<file path="src/rtl/rrt_pkg.sv">
package rrt_pkg;
    parameter int RRT_NUM_REGS = 16;
    parameter int RRT_DATA_W   = 32;
    parameter int RRT_TAG_W    = 3;
    localparam int RRT_IDX_W   = $clog2(RRT_NUM_REGS);

    typedef logic [RRT_TAG_W-1:0]  tag_t;
    typedef logic [RRT_DATA_W-1:0] data_t;
    typedef logic [RRT_IDX_W-1:0]  idx_t;

    localparam tag_t NO_PRODUCER = '0;

    typedef struct packed {
        tag_t  tag;
        data_t value;
    } reg_entry_t;

    typedef struct packed {
        logic  ready;
        tag_t  tag;
        data_t value;
    } src_view_t;

    function automatic logic tag_live(input logic vld, input tag_t t);
        return vld && (t != NO_PRODUCER);
    endfunction
endpackage

</file>
<file path="src/rtl/rrt_entry.sv">
module rrt_entry
    import rrt_pkg::*;
(
    input  logic       clk,
    input  logic       rst,
    input  logic       ren_sel,
    input  tag_t       ren_tag,
    input  logic       bc_live,
    input  tag_t       bc_tag,
    input  data_t      bc_value,
    output reg_entry_t entry
);
    logic bc_hit;
    assign bc_hit = bc_live && (entry.tag == bc_tag);

    always_ff @(posedge clk) begin
        if (rst) begin
            entry.tag   <= NO_PRODUCER;
            entry.value <= '0;
        end else if (ren_sel) begin
            // a fresh producer wins over a result for the one it replaces
            entry.tag <= ren_tag;
        end else if (bc_hit) begin
            entry.tag   <= NO_PRODUCER;
            entry.value <= bc_value;
        end
    end
endmodule

</file>
<file path="src/rtl/rrt_lookup.sv">
module rrt_lookup
    import rrt_pkg::*;
#(
    parameter int NUM_REGS = RRT_NUM_REGS
) (
    input  idx_t                      idx,
    input  reg_entry_t [NUM_REGS-1:0] table_q,
    input  logic                      bc_live,
    input  tag_t                      bc_tag,
    input  data_t                     bc_value,
    output src_view_t                 view
);
    reg_entry_t sel;

    always_comb begin
        sel = table_q[idx];
        if (sel.tag == NO_PRODUCER) begin
            view.ready = 1'b1;
            view.tag   = NO_PRODUCER;
            view.value = sel.value;
        end else if (bc_live && (sel.tag == bc_tag)) begin
            view.ready = 1'b1;
            view.tag   = NO_PRODUCER;
            view.value = bc_value;
        end else begin
            view.ready = 1'b0;
            view.tag   = sel.tag;
            view.value = '0;
        end
    end
endmodule

</file>
<file path="src/rtl/rename_status_table.sv">
module rename_status_table
    import rrt_pkg::*;
#(
    parameter int NUM_REGS = RRT_NUM_REGS,
    parameter int IDX_W    = RRT_IDX_W,
    parameter int TAG_W    = RRT_TAG_W,
    parameter int DATA_W   = RRT_DATA_W
) (
    input  logic              clk,
    input  logic              rst,
    input  logic [IDX_W-1:0]  src_a_idx,
    output logic              src_a_ready,
    output logic [TAG_W-1:0]  src_a_tag,
    output logic [DATA_W-1:0] src_a_value,
    input  logic [IDX_W-1:0]  src_b_idx,
    output logic              src_b_ready,
    output logic [TAG_W-1:0]  src_b_tag,
    output logic [DATA_W-1:0] src_b_value,
    input  logic              ren_valid,
    input  logic [IDX_W-1:0]  ren_idx,
    input  logic [TAG_W-1:0]  ren_tag,
    input  logic              bc_valid,
    input  logic [TAG_W-1:0]  bc_tag,
    input  logic [DATA_W-1:0] bc_value
);
    localparam int NUM_SRC = 2;

    reg_entry_t [NUM_REGS-1:0] ent;
    logic                      ren_live;
    logic                      bc_live;
    idx_t      [NUM_SRC-1:0]   src_idx;
    src_view_t [NUM_SRC-1:0]   src_view;

    assign ren_live = tag_live(ren_valid, ren_tag);
    assign bc_live  = tag_live(bc_valid, bc_tag);

    for (genvar gi = 0; gi < NUM_REGS; gi++) begin : g_reg
        rrt_entry u_entry (
            .clk      (clk),
            .rst      (rst),
            .ren_sel  (ren_live && (ren_idx == IDX_W'(gi))),
            .ren_tag  (ren_tag),
            .bc_live  (bc_live),
            .bc_tag   (bc_tag),
            .bc_value (bc_value),
            .entry    (ent[gi])
        );
    end

    assign src_idx[0] = src_a_idx;
    assign src_idx[1] = src_b_idx;

    for (genvar gs = 0; gs < NUM_SRC; gs++) begin : g_src
        rrt_lookup #(.NUM_REGS(NUM_REGS)) u_lookup (
            .idx      (src_idx[gs]),
            .table_q  (ent),
            .bc_live  (bc_live),
            .bc_tag   (bc_tag),
            .bc_value (bc_value),
            .view     (src_view[gs])
        );
    end

    assign src_a_ready = src_view[0].ready;
    assign src_a_tag   = src_view[0].tag;
    assign src_a_value = src_view[0].value;
    assign src_b_ready = src_view[1].ready;
    assign src_b_tag   = src_view[1].tag;
    assign src_b_value = src_view[1].value;
endmodule

</file>
<file path="config.mk">
export PLATFORM = sky130hd
export DESIGN_NAME = rename_status_table
export DESIGN_NICKNAME = d
export VERILOG_FILES = /design/src/rtl/rrt_pkg.sv /design/src/rtl/rrt_entry.sv /design/src/rtl/rrt_lookup.sv /design/src/rtl/rename_status_table.sv
export SDC_FILE = /design/constraint.sdc
export NUM_CORES = 2
export LEC_CHECK = 0
export BUFFER_PORTS_ARGS = -buffer_cell sky130_fd_sc_hd__buf_2
export CAP_MARGIN = 5
export CORE_MARGIN = 3
export CORE_UTILIZATION = 30
export CTS_BUF_LIST = sky130_fd_sc_hd__clkbuf_8 sky130_fd_sc_hd__clkbuf_16
export CTS_CLUSTER_SIZE = 16
export DETAILED_ROUTE_END_ITERATION = 8
export HOLD_SLACK_MARGIN = 0.05
export PLACE_DENSITY = 0.51
export SYNTH_ARGS = -nofsm -noshare
export SYNTH_HDL_FRONTEND = slang
export SYNTH_SLANG_ARGS = --single-unit
</file>
<file path="constraint.sdc">
create_clock -name clk -period 8.58 [get_ports clk]
set_clock_uncertainty 0.2 [all_clocks]
set_input_delay 0.858 -clock clk [delete_from_list [all_inputs] [get_ports clk]]
set_output_delay 0.858 -clock clk [all_outputs]
set_load 0.1 [all_outputs]
</file>
==> key figures <==
CTS
  – Clk_lat worst skew: 0.62 ns
  – Post-CTS Setup Repair Bufs: 0
  – Root Driver: clkbuf_16
  – CTS tree: done
  – TritonCTS Buffers: 66
  – Clk buf depth: 3
  – CTS Hold Bufs: 0
  – Post-CTS sizing: 0
  – H-tree Lvls: 3
  – Clock Sinks: 560
  – CTS clk-pin slew, worst paths: 0.06 ns

Critical path
  – Kind of critical path: input pin to output port
  – Crit-path slowest cell: buf_4
  – Path depth of the worst reg2reg path: 6
  – CP arrival: 4.84 ns
  – Critical Path RT: 7.52 ns
  – Startpoint Class: input pin
  – Most frequent cell on the critical path: buf_4
  – CP cell instances: buf_4 > buf_4 > mux2i_1 > o32ai_1 > or4_1 > a41oi_1 > and2_2 > buf_4 > o2bb2ai_1 > buf_2
  – Crit-path max FO: 32
  – Critical Path End Type: output port
  – CP peak stage delay: 0.81 ns

Detailed routing
  – DRT iter0 DRCs: 2531
  – DRC viols: 0
  – 1st-pass router iterations: 5
  – Vias post-DR: 24.64k
  – Vias per inst: 5.498
  – Final wirelength: 112800 um
  – Avg WL per Cell: 25.16 um
  – Final ANT Viol Nets: 0

STA
  – Final min period: 5.902 ns
  – Final setup viols: 0
  – Worst-Margin Slew: 1.186 ns
  – Relative slew slack: 0.2095
  – Fin. Hold Viols: 0
  – Fmax: 169.4 MHz
  – Setup Total Neg Slack: 0 ns
  – RSZ-0062 raised after global routing: false
  – Final worst-path cycle share: 0.6879
  – Slew Limit Fails: 0

Floorplan
  – Placement Rows: 114
  – I/O pins: 126
  – Die Height: 320.1 um
  – Width of the die: 320.1 um
  – Initial Utilization: 0.3043
  – Total die area: 0.1025 sq mm
  – Core Footprint: 0.09728 sq mm

Synth
  – Synth warnings: 0
  – Synth cell count leaders: nand2_1 (1064), a21oi_1 (561), dfxtp_1 (560), mux4_2 (336), clkbuf_1 (248)
  – Post-synth top area cell: dfxtp_1
  – Flops & latches, synth: 560
  – Post-Syn Nets: 3317
  – Synth top area share: 0.3788
  – Most common cell in the netlist: nand2_1
  – Top_reg_cell synth: dfxtp_1
  – Most area-consuming cells after synthesis: dfxtp_1 (38%), mux4_2 (26%), nand2_1 (13%), a21oi_1 (9.5%), clkbuf_1 (3.1%)
  – Register area share after synthesis: 0.3788
  – Avg Synthesized Cell Area: 9.071 sq um
  – Syn Inst Count: 3263
  – Synth unique cells: 50
  – EDFF count, synth: 0
  – Mapped Area: 0.02960 sq mm
  – FFs w/ async S/R, synth: 0

Power
  – PwrDens: 187.7 mW/mm^2
  – Leak Pwr: 10.83 nW
  – Maximum vdd ir drop: 0.0001287 V
  – Overall power: 0.006223 W

Cells and area
  – Top flop regs: g.u_entry.entry (560)
  – Max FFs per register: 560
  – Final nets: 3214
  – Biggest register: g.u_entry.entry
  – Share of layout cells above drive strength 1: 0.2032
  – Area grow syn2layout: 12.02%

Status
  – Status: completed

Run
  – Max-Cap Viols: 0

Global routing
  – First-pass GRT wire length: 165500 um
  – Vias in the first global route: 23.72k
  – Remaining global-route overflow: 0
  – Total GRT Usage: 0.2163
  – Antenna violations before repair: 5
  – Largest net degree at the start of global routing: 168

Hold path
  – Hold Path Depth: 2
  – Worst hold path class: flop to flop

Place
  – DP HPWL: 60720 um
  – Gp weighted congestion: 0.7957
  – I/O Buffers: 125
-- layout by cell type (no fill, tap or decap), drive strengths merged, types with 8 or more instances in the layout --
cell type	n
nand2	1064
a21oi	561
dfxtp	560
mux4	336
buf	173
nor2	85
clkbuf	81
inv	57
xnor2	35
a22o	33
o2bb2ai	32
mux2i	22
nand3	19
xor2	17
nor3b	16
nand2b	15
nand4	12
or2	10
nor3	8
clkinv	8
nor2b	8
-- routing by layer --
layer / global-route usage / up-vias / share of wire
li1: - / 11190 / -
met1: 0.2883 / 12380 / 0.42
met2: 0.3520 / 897 / 0.47
met3: 0.04083 / 179 / 0.074
met4: 0.07697 / 0 / 0.033
met5: 0 / - / 0
-- cells by family after synthesis --
kind of cell              count (synthesis)  synth area share
and+or+nand+nor                        1256            0.1691
buffers and inverters                   384           0.05200
AOI/OAI and AO/OA                       647            0.1193
xor gates and xnor gates                 52           0.01539
DFF                                     560            0.3788
muxes                                   364            0.2655
-- final cells by class --
class	count	area, sq um
multi-input combinational	2319	17020
clock buffer	79	1842
antenna	2	5.005
sequential	560	11210
fill	9946	64120
clock inverter	33	266.5
timing repair buffer	175	1071
tap	1276	1597
inverter	38	142.6
-- power breakdown --
group          total (W)  leakage, nW  switching [W]  internal (W)
clock network    0.00279         1.09        0.00118       0.00162
logic           0.000739         5.22       0.000527      0.000212
registers        0.00269         4.53      0.0000392       0.00265
total            0.00622         10.8        0.00174       0.00448
-- worst max-delay path: cells and delay by family --
| kind | cells | cell delay (ns) |
|---|---|---|
| AO/OA/AOI/OAI | 3 | 0.53 |
| buffers and inverters | 4 | 2.04 |
| multiplexers | 1 | 0.27 |
| AND/OR/NAND/NOR | 2 | 1.09 |
-- metrics by stage --
| step | util | cells | hold WS [ns] | worst slack, ns | cell area (sq um) |
|---|---|---|---|---|---|
| after floorplan | - | 3263 | 0.2429 | 3.042 | 29600 |
| after global placement | 0.3191 | 4368 | 0.2484 | 2.744 | 31040 |
| after detailed placement | 0.3191 | 4368 | 0.2550 | 2.695 | 31040 |
| after CTS | 0.3408 | 4480 | 0.2636 | 2.667 | 33150 |
| after global routing | 0.3408 | 4482 | 0.2753 | 2.422 | 33160 |
| final | 0.3408 | 4482 | 0.2628 | 2.678 | 33160 |
-- final timing paths --
check             slack [ns]                          to                         from
setup / recovery        2.68              src_a_value[0]                 src_a_idx[2]
hold / removal          0.26  g_reg[2].u_entry.entry[16]   g_reg[2].u_entry.entry[16]
setup reg to reg        5.68  g_reg[12].u_entry.entry[6]  g_reg[12].u_entry.entry[33]
hold reg to reg         0.26  g_reg[2].u_entry.entry[16]   g_reg[2].u_entry.entry[16]
Note: power is estimated with default switching activity, not from simulation.
